--- config.mk ---
export PLATFORM = sky130hd
export DESIGN_NAME = msi_irq_aggregator
export DESIGN_NICKNAME = d
export VERILOG_FILES = /design/src/rtl/msi_agg_pkg.sv /design/src/rtl/msi_vec_decode.sv /design/src/rtl/msi_reg_file.sv /design/src/rtl/msi_status_latch.sv /design/src/rtl/msi_irq_out.sv /design/src/rtl/msi_irq_aggregator.sv
export SDC_FILE = /design/constraint.sdc
export NUM_CORES = 1
export LEC_CHECK = 0
export ABC_AREA = 1
export CORE_MARGIN = 4
export CORE_UTILIZATION = 45
export CTS_BUF_LIST = sky130_fd_sc_hd__clkbuf_2
export CTS_CLUSTER_SIZE = 28
export DETAILED_ROUTE_END_ITERATION = 7
export GPL_TIMING_DRIVEN = 0
export PLACE_DENSITY_LB_ADDON = 0.15
export SYNTH_ARGS = -nofsm -noshare
export SYNTH_HDL_FRONTEND = slang
export SYNTH_SLANG_ARGS = --single-unit
--- constraint.sdc ---
create_clock -name clk -period 2.5 [get_ports clk]
set_clock_uncertainty 0.1 [all_clocks]
set_input_delay 0.375 -clock clk [delete_from_list [all_inputs] [get_ports clk]]
set_output_delay 0.375 -clock clk [all_outputs]
set_load 0.1 [all_outputs]
--- src/rtl/msi_agg_pkg.sv ---
package msi_agg_pkg;
  localparam int unsigned DATA_W   = 32;
  localparam int unsigned OFF_EN   = 32'h0;
  localparam int unsigned OFF_MASK = 32'h4;
  localparam int unsigned OFF_STS  = 32'h8;

  typedef enum logic [1:0] {
    SEL_NONE = 2'd0,
    SEL_EN   = 2'd1,
    SEL_MASK = 2'd2,
    SEL_STS  = 2'd3
  } reg_sel_e;

  // Map a byte offset onto the register it addresses.
  function automatic reg_sel_e decode_addr(input logic [31:0] addr);
    if (addr == OFF_EN)        return SEL_EN;
    else if (addr == OFF_MASK) return SEL_MASK;
    else if (addr == OFF_STS)  return SEL_STS;
    else                       return SEL_NONE;
  endfunction
endpackage

--- src/rtl/msi_vec_decode.sv ---
module msi_vec_decode #(
  parameter int unsigned NUM_VEC = 32,
  parameter int unsigned IDX_W   = 6
) (
  input  logic               evt_valid,
  input  logic [IDX_W-1:0]   evt_idx,
  input  logic [NUM_VEC-1:0] en_q,
  output logic [NUM_VEC-1:0] hit
);
  // One comparator per vector. Indices at or beyond NUM_VEC match nothing.
  for (genvar g = 0; g < NUM_VEC; g++) begin : g_vec
    assign hit[g] = evt_valid && (evt_idx == IDX_W'(g)) && en_q[g];
  end
endmodule

--- src/rtl/msi_reg_file.sv ---
module msi_reg_file
  import msi_agg_pkg::*;
#(
  parameter int unsigned NUM_VEC = 32,
  parameter int unsigned ADDR_W  = 4
) (
  input  logic               clk,
  input  logic               rst_n,
  input  logic               wr,
  input  logic [ADDR_W-1:0]  addr,
  input  logic [DATA_W-1:0]  wdata,
  input  logic [NUM_VEC-1:0] status_q,
  output logic [NUM_VEC-1:0] en_q,
  output logic [NUM_VEC-1:0] mask_q,
  output logic [NUM_VEC-1:0] sts_clr,
  output logic [DATA_W-1:0]  rdata
);
  reg_sel_e sel;
  assign sel = decode_addr(32'(addr));

  always_ff @(posedge clk) begin
    if (!rst_n) begin
      en_q   <= '0;
      mask_q <= '0;
    end else if (wr) begin
      if (sel == SEL_EN)   en_q   <= wdata[NUM_VEC-1:0];
      if (sel == SEL_MASK) mask_q <= wdata[NUM_VEC-1:0];
    end
  end

  // Bits to clear in status this cycle (write-one-to-clear).
  assign sts_clr = (wr && sel == SEL_STS) ? wdata[NUM_VEC-1:0] : '0;

  always_comb begin
    unique case (sel)
      SEL_EN:   rdata = DATA_W'(en_q);
      SEL_MASK: rdata = DATA_W'(mask_q);
      SEL_STS:  rdata = DATA_W'(status_q);
      default:  rdata = '0;
    endcase
  end
endmodule

--- src/rtl/msi_status_latch.sv ---
module msi_status_latch #(
  parameter int unsigned NUM_VEC = 32
) (
  input  logic               clk,
  input  logic               rst_n,
  input  logic [NUM_VEC-1:0] hit,
  input  logic [NUM_VEC-1:0] clr,
  output logic [NUM_VEC-1:0] status_q
);
  // A new event wins over a same-cycle clear of the same bit.
  function automatic logic [NUM_VEC-1:0] next_status(
    input logic [NUM_VEC-1:0] cur,
    input logic [NUM_VEC-1:0] set_v,
    input logic [NUM_VEC-1:0] clr_v
  );
    return (cur & ~clr_v) | set_v;
  endfunction

  always_ff @(posedge clk) begin
    if (!rst_n) status_q <= '0;
    else        status_q <= next_status(status_q, hit, clr);
  end
endmodule

--- src/rtl/msi_irq_out.sv ---
module msi_irq_out #(
  parameter int unsigned NUM_VEC = 32
) (
  input  logic               clk,
  input  logic               rst_n,
  input  logic [NUM_VEC-1:0] status_q,
  input  logic [NUM_VEC-1:0] en_q,
  input  logic [NUM_VEC-1:0] mask_q,
  output logic [NUM_VEC-1:0] live,
  output logic               irq_q
);
  function automatic logic [NUM_VEC-1:0] live_vectors(
    input logic [NUM_VEC-1:0] sts,
    input logic [NUM_VEC-1:0] en,
    input logic [NUM_VEC-1:0] msk
  );
    return sts & en & ~msk;
  endfunction

  assign live = live_vectors(status_q, en_q, mask_q);

  always_ff @(posedge clk) begin
    if (!rst_n) irq_q <= 1'b0;
    else        irq_q <= |live;
  end
endmodule

--- src/rtl/msi_irq_aggregator.sv ---
module msi_irq_aggregator
  import msi_agg_pkg::*;
#(
  parameter int unsigned NUM_VEC = 32,
  parameter int unsigned IDX_W   = 6,
  parameter int unsigned ADDR_W  = 4
) (
  input  logic              clk,
  input  logic              rst_n,
  input  logic              evt_valid_i,
  input  logic [IDX_W-1:0]  evt_idx_i,
  input  logic              reg_wr_i,
  input  logic [ADDR_W-1:0] reg_addr_i,
  input  logic [DATA_W-1:0] reg_wdata_i,
  output logic [DATA_W-1:0] reg_rdata_o,
  output logic              irq_o
);
  logic [NUM_VEC-1:0] en_q, mask_q, status_q, evt_hit, sts_clr, live;

  msi_vec_decode #(.NUM_VEC(NUM_VEC), .IDX_W(IDX_W)) u_dec (
    .evt_valid (evt_valid_i),
    .evt_idx   (evt_idx_i),
    .en_q      (en_q),
    .hit       (evt_hit)
  );

  msi_reg_file #(.NUM_VEC(NUM_VEC), .ADDR_W(ADDR_W)) u_regs (
    .clk      (clk),
    .rst_n    (rst_n),
    .wr       (reg_wr_i),
    .addr     (reg_addr_i),
    .wdata    (reg_wdata_i),
    .status_q (status_q),
    .en_q     (en_q),
    .mask_q   (mask_q),
    .sts_clr  (sts_clr),
    .rdata    (reg_rdata_o)
  );

  msi_status_latch #(.NUM_VEC(NUM_VEC)) u_sts (
    .clk      (clk),
    .rst_n    (rst_n),
    .hit      (evt_hit),
    .clr      (sts_clr),
    .status_q (status_q)
  );

  msi_irq_out #(.NUM_VEC(NUM_VEC)) u_out (
    .clk      (clk),
    .rst_n    (rst_n),
    .status_q (status_q),
    .en_q     (en_q),
    .mask_q   (mask_q),
    .live     (live),
    .irq_q    (irq_o)
  );
endmodule

==> qor.yml <==
run_status:
  status: "finished, violations left"
  violations: "setup timing"
cts:
  clockBufferDepth: 2
  hold_buffers: 0
  clock_latency_ns: 0.57
  cts_sinks: 97
  h-tree-depth: 3
  cts_tree: "yes"
  cts.clk_slew.worst_paths_ns: 0.23
  cts_root_buf: "clkbuf_2"
  numCtsBuffers: 9
grt:
  grt-ovfl-total: 0
  grt_max_degree: 16
  grt_use_total_pct: 27.1
  grt_pass1_vias: 4864
  grt_pass1_wl_mm: 24.7
  antenna_found_initial: 0
finish:
  diodes: 0
  fin_area_um2: 5810
  drive_gt1_share_pct: 12.8
  syn2layout_area_growth_pct: 28.1
  nNetsFinal: 771
logic_synthesis:
  synthTopCellsByArea: "dfxtp_1 (43%), a21oi_1 (11%), nand3_1 (8.6%), nand2_1 (7.6%), o21ai_0 (7.1%)"
  postSynthCellCount: 630
  ys_ff_latch: 97
  synth_top_area_share_pct: 42.8
  syn_nets: 676
  seq_area_frac_synth_pct: 42.8
  synth_area_um2: 4540
  async_reset_ff_share_pct: 0
  synth_warnings: 0
  synth-edff-count: 0
  synth.top_cells.by_count: "a21oi_1 (97), dfxtp_1 (97), nand2_1 (92)"
  yosys_most_used_dff: "dfxtp_1"
  yosysTopAreaCell: "dfxtp_1"
  synth_cell_types: 20
  syn_avg_cell_area_um2: 7.21
worst_setup_path:
  end_kind: "primary output"
  reg2reg_depth: 7
  crit_type: "in2out"
  worstPathArrival_ns: 2.04
  crit_chain: "clkdlybuf4s50_1 > nor2_4 > nor3b_4 > buf_6 > buf_8 > nand2_1 > o221ai_1 > buf_6"
  worstPathMaxFanout: 10
  start_kind: "input port"
  slowest_delay_ns: 0.44
  r2r_slack_ns: 1.25
  required_ns: 2.03
  slowest_stage: "clkdlybuf4s50_1"
  cpMostUsedCell: "buf_6"
placement:
  pre_cts_ws_ns: -1.02
  dp_hpwl_mm: 11.1
  place_congestion: 0.906
  dpl_cell_area_um2: 5470
  port_buffers: 76
die:
  die_w_um: 108
  die_h_um: 108
  pin_count: 79
  start_util_pct: 46.2
  die_area_um2: 11800
  rows: 36
  core_um2: 9820
timing:
  layout_setup_ws_ns: -0.0139
  min_period_ns: 2.51
  fin_crit_sh_pct: 101
  finalMaxSlewViolations: 0
  finalSetupViolCount: 1
  hold_viol_final: 0
  worstMarginPinSlew_ns: 0.952
  slew_headroom_pct: 36.8
  fmax_ghz: 0.398
  rsz0062_at_grt: "yes"
power:
  power_leakage_uw: 0.00203
  peakVddDrop_uv: 290
  pwr_density_cell_nw_per_um2: 460
hold_path:
  hold_path_class: "in2reg"
  hold_depth: 3
detailed_routing:
  routed-via-count: 5054
  drt_iter0_markers: 482
  routed_via_density: 5.86
  ant_nets: 0
  drt_wl_total_mm: 16.0
  drc: 0
  wl_per_cell_um: 18.5
  first_pass_iters: 5
flow_run:
  max_cap_viol_count: 0
==> where the power goes <==
part | leakage (µW) | switching, µW | total [µW] | internal, µW
registers | 0.000784 | 12.2 | 1590 | 1570
clock network | 0.0000616 | 535 | 762 | 227
logic | 0.00119 | 207 | 325 | 118
total | 0.00203 | 755 | 2670 | 1920
==> kinds of logic after synthesis <==
family	share of synthesized area, %
AO/OA/AOI/OAI	23.9
AND/OR/NAND/NOR	22.7
buffers and inverters	10.6
flip-flops	42.8
==> cells in the final DEF, fill, tap and decap left out, drive strengths merged <==
master and count:
a21oi 97, buf 62, bufinv 1, clkbuf 32
clkdlybuf4s50 40, clkinv 2, clkinvlp 2, dfxtp 97
dlygate4sd2 1, dlymetal6s2s 3, inv 71, nand2 92
nand3 79, nand4 23, nor2 29, nor3 1
nor3b 1, o21ai 64, o221ai 32
==> registers in the layout, indices dropped and copies added, names as in the netlist <==
signal          count
u_regs.mask_q      32
u_sts.status_q     32
u_out.irq_q         1
u_regs.en_q        32
==> cell type report <==
| cell class | count | area [µm²] |
|---|---|---|
| Clock buffer | 10 | 50.0 |
| Sequential cell | 97 | 1940 |
| Clock inverter | 5 | 57.6 |
| Timing Repair Buffer | 84 | 890 |
| Multi-Input combinational cell | 418 | 2190 |
| Tap cell | 133 | 166 |
| Inverter | 71 | 267 |
| Buffer | 44 | 250 |
| Fill cell | 954 | 4010 |
==> stage by stage <==
step / instances / hold WS (ns) / TNS, ns / utilization (%) / total power [µW]
2_1_floorplan: 630 / 0.348 / -12.71 / - / 1760
3_3_place_gp: 839 / 0.364 / -30.94 / 55.7 / 1910
3_5_place_dp: 839 / 0.368 / -30.88 / 55.7 / 1910
4_1_cts: 858 / 0.0345 / -0.0690 / 57.9 / 2660
5_1_grt: 862 / 0.0235 / -0.259 / 59.2 / 2770
6_report: 862 / 0.0588 / -0.0139 / 59.2 / 2670
==> path summary, 6_finish.rpt <==
path | start | end
hold reg to reg | u_sts.status_q[31]$_SDFF_PN0_ | u_sts.status_q[31]$_SDFF_PN0_
setup reg to reg | u_regs.mask_q[13]$_SDFFE_PN0P_ | u_out.irq_q$_SDFF_PN0_
hold / removal | evt_valid_i | u_sts.status_q[13]$_SDFF_PN0_
setup / recovery | reg_addr_i[0] | reg_rdata_o[23]
==> repair_timing <==
item / in CTS / in global routing
hold endpoints to repair: 0 / 0
gates resized for setup: 238 / 22
setup endpoints to repair: 33 / 32
pin swaps: 1 / 1
gates cloned: 0 / 2
setup buffers: 4 / 2
==> metal layers <==
metal	wire length (µm)	GRT usage (%)	part of all wire, %
met1	6700	37.6	42
met2	7230	41.5	45
met3	1560	3.76	9.7
met4	497	12.5	3.1
met5	0	0	0
==> worst max-delay path, delay by kind of cell <==
family,cells,cell delay [ns]
buffers and inverters,4,1.06
and+or+nand+nor,3,0.47
AOI/OAI and AO/OA,1,0.12
No activity file was read; power rests on OpenSTA's default activity.
